**config.mk**
```make
export PLATFORM = sky130hd
export DESIGN_NAME = isr_aggregator
export DESIGN_NICKNAME = d
export VERILOG_FILES = /design/src/rtl/isr_pkg.sv /design/src/rtl/isr_flag_reg.sv /design/src/rtl/isr_ctl_fsm.sv /design/src/rtl/isr_summary.sv /design/src/rtl/isr_aggregator.sv
export SDC_FILE = /design/constraint.sdc
export NUM_CORES = 1
export LEC_CHECK = 0
export ABC_AREA = 1
export CAP_MARGIN = 20
export CELL_PAD_IN_SITES_DETAIL_PLACEMENT = 1
export CELL_PAD_IN_SITES_GLOBAL_PLACEMENT = 2
export CORE_MARGIN = 4
export CORE_UTILIZATION = 30
export CTS_CLUSTER_SIZE = 12
export DETAILED_ROUTE_END_ITERATION = 10
export GPL_TIMING_DRIVEN = 0
export PLACE_DENSITY_LB_ADDON = 0.1
export SLEW_MARGIN = 20
export SYNTH_ARGS = -nofsm -noshare
export SYNTH_HDL_FRONTEND = slang
export SYNTH_SLANG_ARGS = --single-unit
```
**constraint.sdc**
```tcl
create_clock -name clk -period 3.05 [get_ports clk]
set_clock_uncertainty 0.2 [all_clocks]
set_input_delay 0.61 -clock clk [delete_from_list [all_inputs] [get_ports clk]]
set_output_delay 0.61 -clock clk [all_outputs]
set_load 0.02 [all_outputs]
```
**src/rtl/isr_pkg.sv**
```systemverilog
package isr_pkg;
    localparam int DW = 16;
    localparam int AW = 2;

    localparam logic [AW-1:0] A_MAIN = 2'd0;
    localparam logic [AW-1:0] A_AUX1 = 2'd1;
    localparam logic [AW-1:0] A_AUX2 = 2'd2;
    localparam logic [AW-1:0] A_MASK = 2'd3;

    localparam logic [DW-1:0] MAIN_EVT_BITS = 16'h5F00;
    localparam logic [DW-1:0] AUX1_W1C      = 16'h026A;
    localparam logic [DW-1:0] AUX2_W1C      = 16'h0A90;
    localparam logic [DW-1:0] AUX1_PAIRS    = 16'h0115;

    localparam int N_AUX1_EVT = 4;
    localparam int AUX1_EVT_POS [N_AUX1_EVT] = '{1, 3, 5, 9};
    localparam int AUX2_EVT_POS = 4;
    localparam int UREQ_BIT  = 7;
    localparam int USTAT_BIT = 6;
    localparam int SUM_BIT   = 7;

    typedef enum logic [1:0] {
        ST_HALT   = 2'd0,
        ST_READY  = 2'd1,
        ST_ACTIVE = 2'd2
    } run_state_t;
endpackage

```
**src/rtl/isr_flag_reg.sv**
```systemverilog
module isr_flag_reg
    import isr_pkg::*;
#(
    parameter int              W        = DW,
    parameter logic [W-1:0]    W1C_MASK = '0
) (
    input  logic         clk,
    input  logic         rst_n,
    input  logic         wr,
    input  logic [W-1:0] wdata,
    input  logic [W-1:0] hw_set,
    input  logic [W-1:0] hw_clr,
    output logic [W-1:0] q
);
    for (genvar i = 0; i < W; i++) begin : g_bit
        if (W1C_MASK[i]) begin : g_w1c
            always_ff @(posedge clk) begin
                if (!rst_n)            q[i] <= 1'b0;
                else if (hw_set[i])    q[i] <= 1'b1;
                else if (hw_clr[i])    q[i] <= 1'b0;
                else if (wr && wdata[i]) q[i] <= 1'b0;
            end

            AST_W1C_CLEARS: assert property (@(posedge clk) disable iff (!rst_n)
                (wr && wdata[i] && !hw_set[i]) |=> !q[i]);
        end else begin : g_plain
            always_ff @(posedge clk) begin
                if (!rst_n)         q[i] <= 1'b0;
                else if (hw_set[i]) q[i] <= 1'b1;
                else if (wr)        q[i] <= wdata[i];
                else if (hw_clr[i]) q[i] <= 1'b0;
            end
        end

        AST_SET_BEATS_CLEAR: assert property (@(posedge clk) disable iff (!rst_n)
            hw_set[i] |=> q[i]);
    end
endmodule

```
**src/rtl/isr_ctl_fsm.sv**
```systemverilog
module isr_ctl_fsm
    import isr_pkg::*;
(
    input  logic       clk,
    input  logic       rst_n,
    input  logic       start_req,
    input  logic       stop_req,
    input  logic       init_done,
    input  logic       tx_off,
    input  logic       rx_off,
    output logic [5:0] ctl
);
    run_state_t state, state_nx;
    logic init_q, txon_q, rxon_q;
    logic start_ok;

    assign start_ok = start_req && !stop_req && (state != ST_ACTIVE);

    always_comb begin
        state_nx = state;
        unique case (state)
            ST_HALT: begin
                if (stop_req)       state_nx = ST_HALT;
                else if (start_req) state_nx = ST_ACTIVE;
                else if (init_done) state_nx = ST_READY;
            end
            ST_READY: begin
                if (stop_req)       state_nx = ST_HALT;
                else if (start_req) state_nx = ST_ACTIVE;
            end
            ST_ACTIVE: begin
                if (stop_req)       state_nx = ST_HALT;
            end
            default: state_nx = ST_HALT;
        endcase
    end

    always_ff @(posedge clk) begin
        if (!rst_n) begin
            state  <= ST_HALT;
            init_q <= 1'b0;
            txon_q <= 1'b0;
            rxon_q <= 1'b0;
        end else begin
            state <= state_nx;
            if (stop_req) begin
                init_q <= 1'b0;
                txon_q <= 1'b0;
                rxon_q <= 1'b0;
            end else begin
                if (init_done) init_q <= 1'b1;
                if (start_ok) begin
                    txon_q <= !tx_off;
                    rxon_q <= !rx_off;
                end
            end
        end
    end

    always_comb begin
        ctl    = '0;
        ctl[0] = init_q;
        ctl[1] = (state == ST_ACTIVE);
        ctl[2] = (state == ST_HALT);
        ctl[4] = txon_q;
        ctl[5] = rxon_q;
    end

    AST_START_CLEARS_STOP: assert property (@(posedge clk) disable iff (!rst_n)
        (start_req && !stop_req) |=> (ctl[1] && !ctl[2]));
    AST_STOP_HALTS: assert property (@(posedge clk) disable iff (!rst_n)
        stop_req |=> (ctl[2] && !ctl[1] && !ctl[4] && !ctl[5] && !ctl[0]));
    AST_INIT_LEAVES_HALT: assert property (@(posedge clk) disable iff (!rst_n)
        (init_done && !stop_req) |=> (ctl[0] && !ctl[2]));
endmodule

```
**src/rtl/isr_summary.sv**
```systemverilog
module isr_summary
    import isr_pkg::*;
(
    input  logic [DW-1:0] main_evt,
    input  logic [DW-1:0] mask,
    input  logic [DW-1:0] aux1,
    input  logic [DW-1:0] aux2,
    output logic          summary
);
    logic hit_main, hit_aux1, hit_aux2;

    always_comb begin
        hit_main = |(main_evt & ~mask & MAIN_EVT_BITS);
        hit_aux1 = |((aux1 >> 1) & ~aux1 & AUX1_PAIRS);
        hit_aux2 = aux2[3] & aux2[4];
        summary  = hit_main | hit_aux1 | hit_aux2;
    end
endmodule

```
**src/rtl/isr_aggregator.sv**
```systemverilog
module isr_aggregator
    import isr_pkg::*;
(
    input  logic          clk,
    input  logic          rst_n,
    input  logic [1:0]    reg_addr,
    input  logic [15:0]   reg_wdata,
    input  logic          reg_wr,
    input  logic          int_en,
    input  logic          tx_off,
    input  logic          rx_off,
    input  logic          init_done,
    input  logic          ev_tx,
    input  logic          ev_rx,
    input  logic          ev_merr,
    input  logic          ev_miss,
    input  logic          ev_babl,
    input  logic [3:0]    ev_aux1,
    input  logic          ev_aux2,
    output logic [15:0]   reg_rdata,
    output logic          intr
);
    logic wr_main, wr_aux1, wr_aux2, wr_mask;
    logic [DW-1:0] evt_q, aux1_q, aux2_q, mask_q;
    logic [DW-1:0] evt_set, aux1_set, aux1_clr, aux2_set;
    logic [5:0]    ctl;
    logic          summary;
    logic          uconv;

    assign wr_main = reg_wr && (reg_addr == A_MAIN);
    assign wr_aux1 = reg_wr && (reg_addr == A_AUX1);
    assign wr_aux2 = reg_wr && (reg_addr == A_AUX2);
    assign wr_mask = reg_wr && (reg_addr == A_MASK);

    always_comb begin
        evt_set     = '0;
        evt_set[8]  = init_done;
        evt_set[9]  = ev_tx;
        evt_set[10] = ev_rx;
        evt_set[11] = ev_merr;
        evt_set[12] = ev_miss;
        evt_set[14] = ev_babl;
    end

    assign uconv = aux1_q[UREQ_BIT] && int_en;

    always_comb begin
        aux1_set = '0;
        aux1_clr = '0;
        for (int k = 0; k < N_AUX1_EVT; k++)
            aux1_set[AUX1_EVT_POS[k]] = ev_aux1[k];
        aux1_set[USTAT_BIT] = uconv;
        aux1_clr[UREQ_BIT]  = uconv;
        aux2_set = '0;
        aux2_set[AUX2_EVT_POS] = ev_aux2;
    end

    isr_ctl_fsm u_fsm (
        .clk       (clk),
        .rst_n     (rst_n),
        .start_req (wr_main && reg_wdata[1]),
        .stop_req  (wr_main && reg_wdata[2]),
        .init_done (init_done),
        .tx_off    (tx_off),
        .rx_off    (rx_off),
        .ctl       (ctl)
    );

    isr_flag_reg #(.W(DW), .W1C_MASK(MAIN_EVT_BITS)) u_main_evt (
        .clk(clk), .rst_n(rst_n), .wr(wr_main),
        .wdata(reg_wdata & MAIN_EVT_BITS),
        .hw_set(evt_set), .hw_clr('0), .q(evt_q)
    );

    isr_flag_reg #(.W(DW), .W1C_MASK(AUX1_W1C)) u_aux1 (
        .clk(clk), .rst_n(rst_n), .wr(wr_aux1), .wdata(reg_wdata),
        .hw_set(aux1_set), .hw_clr(aux1_clr), .q(aux1_q)
    );

    isr_flag_reg #(.W(DW), .W1C_MASK(AUX2_W1C)) u_aux2 (
        .clk(clk), .rst_n(rst_n), .wr(wr_aux2), .wdata(reg_wdata),
        .hw_set(aux2_set), .hw_clr('0), .q(aux2_q)
    );

    isr_flag_reg #(.W(DW), .W1C_MASK('0)) u_mask (
        .clk(clk), .rst_n(rst_n), .wr(wr_mask), .wdata(reg_wdata),
        .hw_set('0), .hw_clr('0), .q(mask_q)
    );

    isr_summary u_sum (
        .main_evt (evt_q),
        .mask     (mask_q),
        .aux1     (aux1_q),
        .aux2     (aux2_q),
        .summary  (summary)
    );

    always_comb begin
        unique case (reg_addr)
            A_MAIN:  reg_rdata = evt_q | {10'd0, ctl} | (DW'(summary) << SUM_BIT);
            A_AUX1:  reg_rdata = aux1_q;
            A_AUX2:  reg_rdata = aux2_q;
            default: reg_rdata = mask_q;
        endcase
    end

    assign intr = summary & int_en;

    AST_UREQ_MOVES: assert property (@(posedge clk) disable iff (!rst_n)
        (aux1_q[UREQ_BIT] && int_en && !wr_aux1) |=> (aux1_q[USTAT_BIT] && !aux1_q[UREQ_BIT]));
    AST_IRQ_NEEDS_EVENT: assert property (@(posedge clk) disable iff (!rst_n)
        (evt_q == '0 && aux1_q == '0 && aux2_q == '0) |-> !intr);
endmodule

```
Word level (Yosys, flattened, before mapping)
Cells that the tools add are included.
{ "classes": {"n_eq_ne": 9, "n_mux": 34, "bitwise_logic": 11, "reduce_logical": 43} }
{ "ops": {"columns": ["op", "count"], "rows": [
  ["$pmux 16 s3", 1],
  ["$mux 1", 26],
  ["$reduce_bool 2->1", 13],
  ["$logic_and 1x1->1", 21],
  ["$and 15x15->15", 1],
  ["$not 15->15", 1],
  ["$or 15x6->15", 1],
  ["$or 15x8->15", 1],
  ["$mux 2", 6],
  ["$and 9x9->9", 1],
  ["$not 9->9", 1],
  ["$eq 2x2->1 const B", 3],
  ["$pmux 2 s3", 1],
  ["$reduce_or 6->1", 1],
  ["$eq 2x1->1 const B", 2],
  ["$logic_not 2->1", 2],
  ["$ne 4x2->1 const B", 1],
  ["$reduce_or 4->1", 1],
  ["$logic_not 1->1", 3],
  ["$ne 3x1->1 const B", 1],
  ["$reduce_and 3->1", 1],
  ["$and 1x1->1", 2],
  ["$ne 2x1->1 const B", 1],
  ["$ne 2x2->1 const B", 1],
  ["3 further kinds", 4]
]} }
{ "totals": {"ff_bits": 56, "output_inout_bits": 17, "word_cells": 152} }

Logic depth before layout (Yosys ltp)
Gate-level depths: netlist of the first run.
{ "logic_depth": {"ltp_word": 7, "ltp_mapped": 7} }

Modules after synthesis
Synthesis of the first run repeated with hierarchy kept, for this count alone.
{ "hier_totals": {"cells_unflattened": 552, "area_unflattened_um2": 3981.3} }
{ "by_module_without_submodules": {"columns": ["mod", "instances", "cells_each", "area_per_inst_um2", "seq_area_each_um2"], "rows": [
  ["isr_flag_reg at u_aux1", 1, 91, 739.5, 320.3],
  ["isr_flag_reg at u_aux2", 1, 90, 737.0, 320.3],
  ["isr_flag_reg at u_mask", 1, 86, 725.7, 320.3],
  ["isr_flag_reg at u_main_evt", 1, 91, 721.9, 320.3],
  ["isr_aggregator", 1, 127, 680.7, 0.0],
  ["isr_ctl_fsm", 1, 37, 262.8, 100.1],
  ["isr_summary", 1, 30, 113.9, 0.0]
]} }

Worst setup path before layout of the first run
No wires, ideal clock.
{ "synth_timing": {"kind": "input-to-output", "start": "input reg_addr[0]", "end": "output reg_rdata[10]", "t_arrival_ns": 1.361, "required_ns": 2.240, "path_slack_ns": 0.879, "stages": 3, "path_buffers": 1, "path_cell_list": "nand2_2 clkbuf_1 o21ai_0"} }
{ "synth_between": {"elab_chain_len": 2, "elab_cells_between_ends": 4, "classes_between": "2 x eq/ne; 1 x mux; 1 x reduce/logical"} }
{ "synth_rtl": {"columns": ["item", "line_no", "source"], "rows": [
  ["from (decl)", "isr_aggregator.sv:6", "input logic [1:0] reg_addr,"],
  ["$eq 2x2->1, or another cell as far along", "isr_aggregator.sv:99", "unique case (reg_addr)"],
  ["$pmux 16 s3 (*)", "isr_aggregator.sv:99", null],
  ["to (decl)", "isr_aggregator.sv:20", "output logic [15:0] reg_rdata,"]
]} }
Mark *: on every way between the ends. The rest lies on a longest branch, timed or not.

Final worst setup path of the first run
{ "layout_timing": {"start": "input reg_addr[1]", "end": "output reg_rdata[5]"} }
Same word-level chain as after synthesis.

==> results of run 1 <==
worst max-delay path: cells and delay by family:
kind,cells,cell delay [ns]
compound gates,1,0.14
buf+inv,4,0.98
simple gates,2,0.25
per-stage QoR:
step	setup slack (ns)	hold slack, ns	utilization	cell area [µm²]	power [mW]
final	0.246	0.257	0.398	3290	1.58
after global placement	-0.462	0.237	0.385	3180	1.11
after CTS	0.0132	0.262	0.398	3290	1.60
after global routing	0.135	0.286	0.398	3290	1.67
after detailed placement	-0.486	0.247	0.385	3180	1.11
after floorplan	0.879	0.225	-	2550	0.963
final timing paths:
check / to / cells after the start / slack [ns]
worst max-delay path: reg_rdata[5] / 7 / 0.25
worst min register to register: u_mask.q[7] / 2 / 0.26
worst max register to register: u_fsm.state[1] / 6 / 1.79
worst min-delay path: u_mask.q[7] / 2 / 0.26
flip-flops by register name, summed over array words and instances (netlist names):
register and count:
u_aux1.q 16, u_mask.q 16, u_aux2.q 13, u_main_evt.q 6
u_fsm.state 2, u_fsm.init_q 1, u_fsm.rxon_q 1, u_fsm.txon_q 1
cell type report:
type	instances	area [µm²]	share of cell area
buffer	20	134	0.0407
clock buffer	6	72.6	0.0221
clock inverter	2	35.0	0.0107
inverter	45	170	0.0517
multi-input combinational	226	1130	0.344
sequential	56	1120	0.341
tap	105	131	0.0399
timing repair buffer	50	494	0.150
layout by cell type, fill, tap and decap left out:
cell,n
buf_2,5
nand3_1,30
o21ai_0,28
o2111ai_1,6
nand2_4,3
inv_2,4
dlymetal6s2s_1,1
dlygate4sd2_1,11
nor2_1,23
clkdlybuf4s15_2,4
clkbuf_4,1
buf_4,5
o21ai_1,12
clkinv_2,2
buf_1,1
nand2_1,52
clkdlybuf4s15_1,2
nand4_4,1
buf_6,4
clkdlybuf4s50_1,32
nand2_2,1
dfxtp_1,56
nor2_4,1
bufinv_16,1
o221ai_1,6
nor2_2,1
o22ai_1,4
inv_1,40
clkbuf_1,5
clkbuf_8,5
a21oi_1,58
power groups by stage:
| stage | Sequential [mW] | Clock (mW) | Combinational, mW |
|---|---|---|---|
| finish | 0.791 | 0.498 | 0.294 |
| global route | 0.797 | 0.550 | 0.325 |
| CTS | 0.791 | 0.512 | 0.297 |
| detailed placement | 0.808 | 0 | 0.304 |
| global placement | 0.807 | 0 | 0.301 |
| floorplan | 0.801 | 0 | 0.162 |
metal layers:
metal | vias up | part of all wire
met5 | - | 0
met4 | 0 | 0.014
met3 | 8 | 0.054
met2 | 64 | 0.48
met1 | 1245 | 0.45
li1 | 1273 | -
cell families (layout without fill, tap and decap cells):
logic type             Yosys count  count (layout)  synth area share
AOI/OAI and AO/OA              114             114             0.243
DFF                             56              56             0.440
and+or+nand+nor                112             112             0.200
buffers and inverters           65             123             0.117
repair_timing:
item	in CTS	in global routing
buffers inserted	0	0
hold buffers	0	0
endpoints found under the setup margin	16	15
gates resized for setup	29	2
pin swaps	1	0
==> impl_metrics.csv, run 1 <==
group,metric,value,unit
cts,clock_sinks,56,
sta,finalMaxSlewViolations,0,
route,vias_per_cell,5.08,
layout,drive_above_1_share,0.0938,
yosys,synth_top_cell_area_share,0.440,
cts,clk_path_buf_depth,2,
setup_path,cp_slowest_cell,"dlygate4sd2_1",
yosys,synth.top_cells.by_area,"dfxtp_1 (44%), a21oi_1 (11%), nand2_1 (7.7%), inv_1 (5.9%), nand3_1 (5.9%)",
layout,num-fill-cells,1057,
sta,period_needed,2.80,ns
setup_path,end_kind,"output port",
route,drt_first_pass_iters,4,
setup_path,critPathLaunchType,"input pin",
cts,cts_max_level,2,
job,maxCapViolCount,0,
die,coreArea,0.00826,mm²
route,drtAntennaViolNets,0,
yosys,ys_ff_latch,56,
yosys,avgSynthCellArea,7.35,µm²
yosys,synth_edf_count,0,
cts,tritoncts,"done",
die,die_w,100,µm
power_and_ir_drop,internal_power,1.13,mW
global_routing,met2_usage,0.317,
min_path,hp-start,"u_mask.q[7]",
power_and_ir_drop,pwr_density_cell,481,mW/mm²
global_routing,grtUsageMet3,0.0292,
global_routing,grt_busiest_layer,"met2",
global_routing,antenna_found_initial,0,
route,via_count,2590,
power_and_ir_drop,seqPwrFrac,0.499,
sta,hold_violations,0,
cts,clock_latency,0.31,ns
power_and_ir_drop,p_clk_frac,0.315,
setup_path,critPathMaxStageDelay,0.31,ns
yosys,synth_flop_cell,"dfxtp_1",
sta,setup_tns,0,ns
sta,tightest_slew,0.753,ns
sta,rsz0062_at_grt,"no",
global_routing,gr-usage-met1,0.256,
setup_path,cp_data_required_time,2.24,ns
cts,clk_pin_slew,0.10,ns
setup_path,critPathKind,"in2out",
sta,maxSlewHeadroom,0.498,
die,io_pins,52,
sta,fin_crit_sh,0.919,
yosys,syn_nets,382,
placement,numPortBuffers,50,
global_routing,grt_max_degree,17,
global_routing,grt_overflow,0,
sta,setup-violations-final,0,
placement,dp_hpwl,6550,µm
global_routing,grtUsageTotal,0.189,
status,run_status,"finished, final reports clean",
cts,ctsRootBufferMaster,"clkbuf_8",
cts,numCtsBuffers,5,
sta,fmax,0.357,GHz
yosys,yosysMostFrequentCell,"a21oi_1",
route,wl_per_cell,18.0,µm
yosys,postSynthCellCount,347,
power_and_ir_drop,p_leak,1.29,nW
yosys,ys_seq_area_frac,0.440,
layout,finalNonFillerCells,510,
setup_path,critPathArrivalTime,1.99,ns
placement,globalplace.congestion,0.784,
layout,antenna_cells,0,
global_routing,grt_pass1_vias,2641,
setup_path,crit_path_start,"reg_addr[1]",
global_routing,grt_pass1_wl,14400,µm
yosys,synth_commonest_cells,"a21oi_1 (58), dfxtp_1 (56), nand2_1 (52)",
placement,placed_cells,502,
route,wl,9160,µm
die,die_area,0.0100,mm²
yosys,synth-async-reset-ratio,0,
power_and_ir_drop,swShare,0.284,
yosys,ys_types,23,
yosys,yosysWarnings,0,
setup_path,cpMostUsedCell,"buf_6",
min_path,hold_path.class,"reg2reg",
yosys,netlist_area,0.00255,mm²
power_and_ir_drop,power_frac_comb,0.186,
layout,area_delta_synth_final,29.0,%
setup_path,worstPathMaxFanout,10,
yosys,yosys.area.top_type,"dfxtp_1",
route,drc_errors,0,
layout,nets,439,
die,row_count,33,
die,initial_core_util,0.309,
die,die_y,100,µm
setup_path,r2r-start,"u_fsm.state[1]",
route,drt_iter0_markers,84,
power_and_ir_drop,ir_drop,0.218,mV
setup_path,worstPathCellList,"dlygate4sd2_1 -> nor2_2 -> buf_6 -> buf_6 -> nand2_1 -> o2111ai_1 -> clkdlybuf4s15_2",
power_and_ir_drop,p_switching,0.450,mW
No activity file was read; power rests on OpenSTA's default activity.
==> run 2, diff against run 1 <==
Settings changed: GPL_ROUTABILITY_DRIVEN set to 1, SLEW_MARGIN 20 to unset.
==> results of run 2 <==
No change in the layout: final DEF, timing and power equal those of run 1.
==> run 3, diff against run 2 <==
Settings changed: HOLD_SLACK_MARGIN set to 0.1, PLACE_DENSITY_LB_ADDON 0.1 to 0.2.
==> impl_metrics.csv, run 3 (synthesized netlist as in run 1, its figures left out) <==
group,metric,value,unit
die,coreArea,0.00826,mm²
die,die_area,0.0100,mm²
placement,globalplace.congestion,0.745,
cts,tritoncts,"done",
sta,setup-violations-final,0,
setup_path,end_kind,"output port",
cts,ctsRootBufferMaster,"clkbuf_8",
layout,final_core_util,0.396,
global_routing,antenna_found_initial,0,
layout,nets,439,
cts,clk_path_buf_depth,2,
layout,finalNonFillerCells,510,
die,io_pins,52,
sta,fmax,0.357,GHz
placement,numPortBuffers,50,
cts,clock_latency,0.31,ns
route,drtAntennaViolNets,0,
global_routing,grt_max_degree,17,
layout,fin_area,0.00327,mm²
die,die_w,100,µm
sta,maxSlewHeadroom,0.544,
layout,final_common_cell,"a21oi_1",
route,wl,9080,µm
layout,layout_common_cells,"a21oi_1 (58), dfxtp_1 (56), nand2_1 (52)",
sta,fin_crit_sh,0.919,
setup_path,critPathKind,"in2out",
job,maxCapViolCount,0,
placement,placed_area,0.00318,mm²
route,vias_per_cell,5.10,
cts,clock_sinks,56,
power_and_ir_drop,ir_drop,0.201,mV
cts,clk_pin_slew,0.10,ns
route,drt_first_pass_iters,4,
cts,cts_max_level,2,
placement,pre_cts_slack,-0.477,ns
sta,setup_tns,0,ns
sta,rsz0062_at_grt,"no",
global_routing,grt_pass1_vias,2648,
power_and_ir_drop,p_leak,1.26,nW
layout,area_delta_synth_final,28.2,%
layout,num-fill-cells,1040,
layout,drive_above_1_share,0.111,
setup_path,cp_data_required_time,2.24,ns
die,die_y,100,µm
global_routing,grt_overflow,0,
global_routing,grtUsageTotal,0.184,
die,row_count,33,
sta,layout_setup_ws,0.247,ns
status,run_status,"finished, final reports clean",
cts,post_cts_buffers,0,
global_routing,grt_pass1_wl,14300,µm
sta,period_needed,2.80,ns
setup_path,critPathLaunchType,"input pin",
sta,tightest_slew,0.684,ns
setup_path,critPathArrivalTime,1.99,ns
route,via_count,2600,
route,drc_errors,0,
placement,placed_cells,502,
route,drt_iter0_markers,73,
min_path,hold_path.class,"reg2reg",
cts,numCtsBuffers,5,
sta,hold_violations,0,
power_and_ir_drop,pwr_density_cell,464,mW/mm²
sta,finalMaxSlewViolations,0,
layout,antenna_cells,0,
placement,dp_hpwl,6500,µm
die,initial_core_util,0.309,
route,wl_per_cell,17.8,µm
layout,top_regs,"u_aux1.q x16, u_mask.q x16, u_aux2.q x13",
setup_path,worstPathMaxFanout,10,
-- run 3: stage by stage --
step	total power, mW	hold WS, ns
after CTS	1.54	0.264
after floorplan	0.963	0.225
after detailed placement	1.11	0.249
final	1.52	0.260
after global routing	1.59	0.283
after global placement	1.11	0.236
-- run 3: power breakdown --
part	switching [mW]	leakage, nW	total [mW]	internal, mW
Clock	0.249	0.0510	0.432	0.182
Combinational	0.177	0.749	0.295	0.118
Sequential	0.0191	0.460	0.790	0.771
Total	0.445	1.26	1.52	1.07
-- run 3: area by class of cell --
cell class | instances | area [µm²] | share of cell area
timing repair buffer | 50 | 480 | 0.147
sequential | 56 | 1120 | 0.343
tap | 105 | 131 | 0.0402
multi-input combinational | 226 | 1140 | 0.348
inverter | 45 | 170 | 0.0521
buffer | 20 | 136 | 0.0417
clock buffer | 6 | 82.6 | 0.0253
clock inverter | 2 | 10.0 | 0.00306
-- run 3: path summary, 6_finish.rpt --
| check | startpoint | endpoint | slack (ns) | cells past startpoint |
|---|---|---|---|---|
| worst max-delay path | reg_addr[1] | reg_rdata[8] | 0.25 | 8 |
| worst min-delay path | u_aux1.q[12] | u_aux1.q[12] | 0.26 | 2 |
| worst max register to register | u_fsm.state[1] | u_fsm.state[1] | 1.78 | 6 |
| worst min register to register | u_aux1.q[12] | u_aux1.q[12] | 0.26 | 2 |
-- run 3: critical path, stage by stage --
cell and delay, ns:
dlygate4sd2_1 0.36, inv_2 0.04, nand2_1 0.10, buf_4 0.22
o22ai_1 0.11, a21oi_1 0.13, o21ai_0 0.09, dlygate4sd2_1 0.32
-- run 3: per-layer routing --
layer	global-route usage	vias to the layer above	wire, µm
li1	-	1272	-
met4	0.0332	0	81
met2	0.323	46	4500
met3	0.0285	6	363
met1	0.242	1276	4140
met5	0	-	0
-- run 3: repair_timing --
action                     4_1_cts  5_1_grt
resized for setup               36       18
setup endpoints to repair       16       12
hold buffers                     0        0
hold endpoints to repair         0        0
gates cloned                     0        0
